[src/rtl/xfc_pkg.sv]
package xfc_pkg;

  typedef enum logic [3:0] {
    FC_NONE      = 4'd0,
    FC_MISALIGN  = 4'd1,
    FC_VA_RANGE  = 4'd2,
    FC_REAL_MISS = 4'd3,
    FC_FAST_MISS = 4'd4,
    FC_PRIV      = 4'd5,
    FC_PROT      = 4'd6,
    FC_NF_PAGE   = 4'd7,
    FC_SE_NF     = 4'd8
  } fcode_e;

  typedef struct packed {
    logic hit;
    logic priv;
    logic writable;
    logic nofault;
    logic side_effect;
  } ent_attr_t;

endpackage

[src/rtl/xfc_attr_ladder.sv]
module xfc_attr_ladder
  import xfc_pkg::*;
(
  input  ent_attr_t ent,
  input  logic      req_priv,
  input  logic      req_write,
  input  logic      asi_real,
  input  logic      asi_nofault,
  output fcode_e    code
);

  always_comb begin
    if (!ent.hit)
      code = asi_real ? FC_REAL_MISS : FC_FAST_MISS;
    else if (ent.priv && !req_priv)
      code = FC_PRIV;
    else if (req_write && !ent.writable)
      code = FC_PROT;
    else if (ent.nofault && !asi_nofault)
      code = FC_NF_PAGE;
    else if (ent.side_effect && asi_nofault)
      code = FC_SE_NF;
    else
      code = FC_NONE;
  end

endmodule

[config.mk]
export PLATFORM = sky130hd
export DESIGN_NAME = xfc_attr_ladder
export DESIGN_NICKNAME = d
export VERILOG_FILES = /design/src/rtl/xfc_pkg.sv /design/src/rtl/xfc_attr_ladder.sv
export SDC_FILE = /design/constraint.sdc
export NUM_CORES = 1
export LEC_CHECK = 0
export BUFFER_PORTS_ARGS = -buffer_cell sky130_fd_sc_hd__buf_2
export CORE_AREA = 10 10 47 49
export DETAILED_ROUTE_END_ITERATION = 10
export DIE_AREA = 0 0 57 59
export REMOVE_ABC_BUFFERS = 1
export SLEW_MARGIN = 20
export SYNTH_ARGS = -nofsm -noshare
export SYNTH_HDL_FRONTEND = slang
export SYNTH_SLANG_ARGS = --single-unit
[constraint.sdc]
create_clock -name vclk -period 0.8
set_input_delay 0.16 -clock vclk [all_inputs]
set_output_delay 0.16 -clock vclk [all_outputs]
set_load 0.02 [all_outputs]
# Word level (Yosys, flattened, before mapping)
# Index checks and enable logic that the tools add are counted.
[word_totals]
in_bits = 9
register_bits = 0
out_inout_bits = 4
word_cells = 13
[op_classes]
n_reduce_logical = 7
mux = 6
[ops]
columns = ["cell", "n"]
rows = [
  ["two-way mux 4 bit", 5],
  ["logical AND 1 bit", 4],
  ["logical NOT 1 bit", 3],
  ["two-way mux 3 bit", 1],
]

# Logic depth before layout (Yosys ltp)
# Gate-level depths: netlist (run 1).
[depth]
word_depth = 6
mapped_depth = 3
depth_no_buf = 3

# Least setup slack after synthesis (run 1)
# Ideal clock, no wire load.
[synth_path]
path_kind = "input -> output"
start = "in req_priv"
end = "out code[3]"
path_buffers = 0
slack_ns = -0.210
arrival_ns = 0.850
required_ns = 0.640
cell_stages = 3
path_cell_list = "nand2b_1 -> nand2_1 -> nor3_1"
[synth_between]
elab_chain_cells = 4
[synth_rtl]
columns = ["item", "line", "text"]
rows = [
  ["start, declared", "xfc_attr_ladder.sv:5", "input logic req_priv,"],
  ["logical NOT 1 bit", "xfc_attr_ladder.sv:15", "else if (ent.priv && !req_priv)"],
  ["logical AND 1 bit", "xfc_attr_ladder.sv:15", ""],
  ["two-way mux 4 bit", "xfc_attr_ladder.sv:15", ""],
  ["two-way mux 4 bit", "xfc_attr_ladder.sv:13", "if (!ent.hit)"],
  ["end, declared", "xfc_attr_ladder.sv:9", "output fcode_e code"],
]
# Every way passes these cells.

# Worst setup path after layout (run 1)
[layout_path]
start = "in req_write"
end = "out code[0]"
[layout_between]
elab_chain_cells = 4
[layout_rtl]
columns = ["item", "line", "text"]
rows = [
  ["start, declared", "xfc_attr_ladder.sv:6", "input logic req_write,"],
  ["logical AND 1 bit", "xfc_attr_ladder.sv:17", "else if (req_write && !ent.writable)"],
  ["two-way mux 4 bit", "xfc_attr_ladder.sv:17", ""],
  ["two-way mux 4 bit", "xfc_attr_ladder.sv:15", ""],
  ["two-way mux 4 bit", "xfc_attr_ladder.sv:13", ""],
]
# Every way passes these cells.

==> run_results.csv, run 1 <==
group,metric,value,unit
worst_setup_path,startpoint_type,"input port",
die,die_h,59,um
drt,drcViolationCount,0,
finish,seq_cells,0,
sta,setup_viol,4,
sta,worstMarginPinSlew,0.1567,ns
sta,fin_crit,0.9497,ns
worst_setup_path,critPathKind,"in2out",
min_path,hold_class,"in2out",
sta,finalCritPeriodShare,1.187,
sta,final_hold_viol_count,0,
sta,tns,-0.4147,ns
logic_synthesis,avgSynthCellArea,6.569,um2
place,io_buffers,13,
worst_setup_path,slowest_stage,"nor3b_2",
worst_setup_path,crit_family,"simple AND/OR/NAND/NOR gates",
logic_synthesis,ys_seq_area_frac,0,
finish,diodes,0,
place,place.gp.congestion,0.7494,
finish,fin_nets,36,
worst_setup_path,cpPeakStageDelay,0.15,ns
worst_setup_path,required,0.64,ns
job,max-cap-violations,0,
finish,fin_area,215.2,um2
drt,drt_wl_total,416,um
drt,num_vias,139,
place,dpl_cell_area,163.9,um2
sta,slew_violations,0,
worst_setup_path,path_cells,"buf_6 > nor2b_4 > nor3b_2 > o22a_1 > buf_6",
finish,drive_gt1_frac,0.7200,
logic_synthesis,syn_inst,12,
clocking,post_cts_buffers,0,
sta,rsz0062_at_grt,"yes",
power,vdd_drop_max,0.0001312,V
global_routing,grt_usage,0.02246,
die,core,1401,um2
sta,clock.fmax,1053,MHz
worst_setup_path,cp.arrival,0.79,ns
drt,viasPerCell,3.390,
sta,hold_ws,0.6246,ns
global_routing,antenna_found_initial,0,
drt,dr.pass1.iters,1,
logic_synthesis,syn-cell-area,78.83,um2
clocking,ctsHoldBuffers,0,
worst_setup_path,crit_top_cell,"buf_6",
die,die_w,57,um
drt,routedWlPerCell,10.15,um
place,preCtsSetupSlack,-0.2285,ns
sta,relSlewSlack,0.8947,
status,violations,"setup timing",
die,io-pin-count,13,
global_routing,gr-total-overflow,0,
drt,postRouteAntennaNets,0,
finish,area_delta_synth_final,173.0,%
sta,finalWorstSetupSlack,-0.1497,ns
finish,regArea,0,um2
power,leakage,0.1072,nW
power,p_per_area,590.5,nW/um2
global_routing,grt_max_degree,5,
global_routing,grt_pass1_vias,142,
die,rows,14,
drt,first_iter_violations,0,
die,initial_core_util,0.05625,
global_routing,grt_pass1_wl,669,um
finish,clock_buffers,0,
logic_synthesis,synth.distinct_cells,11,
worst_setup_path,path_buf_inv,2,
worst_setup_path,endpoint_kind,"primary output",
logic_synthesis,ys_warn_count,0,
die,dieArea,3363,um2
status,outcome,"finished with violations",
worst_setup_path,path_max_fanout,3,
[routing by layer]
layer / wire [um] / vias to the layer above / global-route usage
met4: 0 / 0 / 0
li1: - / 69 / -
met1: 202 / 55 / 0.02966
met2: 116 / 15 / 0.02791
met3: 98 / 0 / 0.01931
met5: 0 / - / 0
[cell type report]
type | instances | area, um2
Inverter | 1 | 3.754
Timing Repair Buffer | 13 | 97.59
Tap cell | 16 | 20.02
Multi-Input combinational cell | 11 | 93.84
Fill cell | 163 | 1186
[placed cells by master, fill, tap and decap left out]
cell type  n
buf_2      6
buf_6      4
buf_4      3
nand2b_4   1
inv_1      1
nor2b_4    1
a21oi_2    1
and2b_1    1
a31oi_1    1
nand2_2    1
o21bai_1   1
nor3b_2    1
o22a_1     1
nand2_1    1
nor3_1     1
[cells by family after synthesis]
family | after synthesis | synth area share
AO/OA/AOI/OAI | 4 | 0.3493
buffers and inverters | 1 | 0.04757
AND/OR/NAND/NOR | 7 | 0.6032
[path summary, 6_finish.rpt]
path	startpoint	end	slack, ns	cells past startpoint
setup / recovery	req_write	code[0]	-0.15	5
hold / removal	ent[4]	code[2]	0.62	3
[what timing repair did]
item                                    CTS  global route
endpoints found under the setup margin    4             4
gates resized for setup                  11             1
pin swaps                                 4             2
gates cloned                              0             0
[power breakdown]
group          switching, mW  total, mW  leakage (nW)  internal [mW]
Combinational         0.0573      0.127         0.107         0.0698
Clock                      0          0             0              0
Sequential                 0          0             0              0
[stage by stage]
stage	utilization	instances	power (mW)
detailed placement	0.1170	41	0.09511
global route	0.1536	41	0.1402
global placement	0.1170	41	0.09406
floorplan	-	12	0.05061
CTS	0.1518	41	0.1280
finish	0.1536	41	0.1271
[synthesized netlist by cell type (all sizes together)]
cell type	instances	area share
a21oi	1	0.063
nand2	2	0.095
nand2b	1	0.079
a31oi	1	0.079
o22a	1	0.11
nor2b	1	0.11
inv	1	0.048
and2b	1	0.095
nor3b	1	0.16
o21bai	1	0.095
nor3	1	0.063
Power figures use the tool's default switching activity.
==> run 2, diff against run 1 <==
==> constraint.sdc (replaced) <==
create_clock -name vclk -period 0.8
set_input_delay 0.16 -clock vclk [all_inputs]
set_output_delay 0.16 -clock vclk [all_outputs]
set_load 0.05 [all_outputs]
==> run 2 against run 1 <==
Net effect:
- the flow still finishes with violations (setup timing)
- maximum frequency decreased by 4.4%
- clock-buffer cell count unchanged
- cell area unchanged
- sequential cell count unchanged
- critical path depth unchanged
- die area unchanged
- non-clock buffer count unchanged
- highest routed layer unchanged
- wire length increased by 11%
- worst setup slack got worse by 0.044 ns
- sequential share of layout area unchanged
- cell count unchanged
- first-iteration DRC count increased by 3
==> run_results.csv, run 2 (same netlist as run 1, synthesis figures left out) <==
group,metric,value,unit
status,outcome,"finished with violations",
status,violations,"setup timing",
finish,final_common_cell,"buf_2",
power,leakage,0.1072,nW
clocking,post_cts_buffers,0,
die,initial_core_util,0.05625,
finish,clock_buffers,0,
drt,drcViolationCount,0,
finish,final_cell_mix,"buf_2, buf_6, buf_4",
die,die_w,57,um
finish,area_delta_synth_final,173.0,%
finish,fill_cells,166,
worst_setup_path,required,0.64,ns
drt,num_vias,147,
sta,tns,-0.6649,ns
drt,wl_met1,228,um
power,vdd_drop_max,0.0002261,V
finish,regArea,0,um2
global_routing,grt_max_degree,5,
worst_setup_path,cp.arrival,0.83,ns
sta,setup_viol,4,
power,p_int,0.07053,mW
job,max-cap-violations,0,
global_routing,gr-total-overflow,0,
sta,slew_violations,0,
die,dieArea,3363,um2
die,core,1401,um2
drt,wl_met2,147,um
sta,finalCritPeriodShare,1.242,
sta,rsz0062_at_grt,"yes",
sta,hold_ws,0.6662,ns
finish,diodes,0,
sta,finalWorstSetupSlack,-0.1936,ns
worst_setup_path,startpoint_type,"input port",
min_path,hold_class,"in2out",
place,io_buffers,13,
die,rows,14,
finish,drive_gt1_frac,0.7200,
worst_setup_path,crit_start,"req_write",
finish,multi_input_area,93.84,um2
drt,postRouteAntennaNets,0,
sta,worstMarginPinSlew,0.1533,ns
drt,drt_wl_total,462,um
sta,clock.fmax,1006,MHz
power,swShare,0.5711,
drt,routedWlPerCell,11.27,um
global_routing,grt_usage,0.02547,
finish,seq_cells,0,
drt,wl_met3,87,um
sta,final_hold_viol_count,0,
die,die_h,59,um
place,preCtsSetupSlack,-0.3253,ns
global_routing,grt_pass1_vias,167,
drt,dr.pass1.iters,2,
power,p_per_area,764.1,nW/um2
global_routing,grt_pass1_wl,745,um
drt,routed.top_layer,"met3",
power,p_switching,0.09390,mW
sta,relSlewSlack,0.8970,
worst_setup_path,path_max_fanout,3,
place,place.gp.congestion,0.7664,
worst_setup_path,critPathKind,"in2out",
drt,viasPerCell,3.585,
power,pwr-share-comb,1.000,
global_routing,antenna_found_initial,0,
worst_setup_path,cp-endpoint,"code[0]",
power,fin_total_pwr,0.1644,mW
drt,first_iter_violations,3,
die,io-pin-count,13,
power,p_seq_frac,0,
sta,fin_crit,0.9936,ns
worst_setup_path,endpoint_kind,"primary output",
finish,fin_nets,36,
power,clkPwrFrac,0,
run 2: cell counts in the layout (fill, tap and decap cells not counted):
Identical to the previous run, type by type.
run 2: worst min-delay path by stage:
stage | from | endpoint | depth (start not counted)
finish | ent[4] | code[2] | 3
global placement | ent[0] | code[3] | 4
detailed placement | ent[4] | code[2] | 3
floorplan | asi_nofault | code[3] | 2
CTS | ent[4] | code[2] | 3
global route | ent[4] | code[2] | 3
run 2: power groups by stage:
stage,registers [mW],logic (mW),clock network [mW]
after global routing,0,0.175,0
final,0,0.164,0
after floorplan,0,0.0855,0
after detailed placement,0,0.131,0
after global placement,0,0.130,0
after CTS,0,0.165,0
run 2: layout make-up:
class                           count  share of cell area
Inverter                            1             0.01744
Multi-Input combinational cell     11              0.4360
Tap cell                           16             0.09302
Timing Repair Buffer               13              0.4535
run 2: critical path, stage by stage:
cell     delay, ns
buf_6         0.09
nor2b_4       0.13
nor3b_2       0.14
o22a_1        0.16
buf_6         0.16
run 2: routing by layer:
layer  up-vias  track usage
li1         70            -
met1        64      0.03318
met2        13      0.03411
met3         0      0.01717
met4         0     0.003356
met5         -            0
run 2: per-stage QoR:
step | utilization | instance area (um2) | instances
2_1_floorplan | - | 78.83 | 12
3_3_place_gp | 0.1170 | 163.9 | 41
3_5_place_dp | 0.1170 | 163.9 | 41
4_1_cts | 0.1536 | 215.2 | 41
5_1_grt | 0.1536 | 215.2 | 41
6_report | 0.1536 | 215.2 | 41
run 2: what timing repair did:
action                                  4_1_cts  5_1_grt
resized for setup                            12        0
pin swaps                                     2        1
endpoints found under the setup margin        4        4
hold buffers                                  0        0
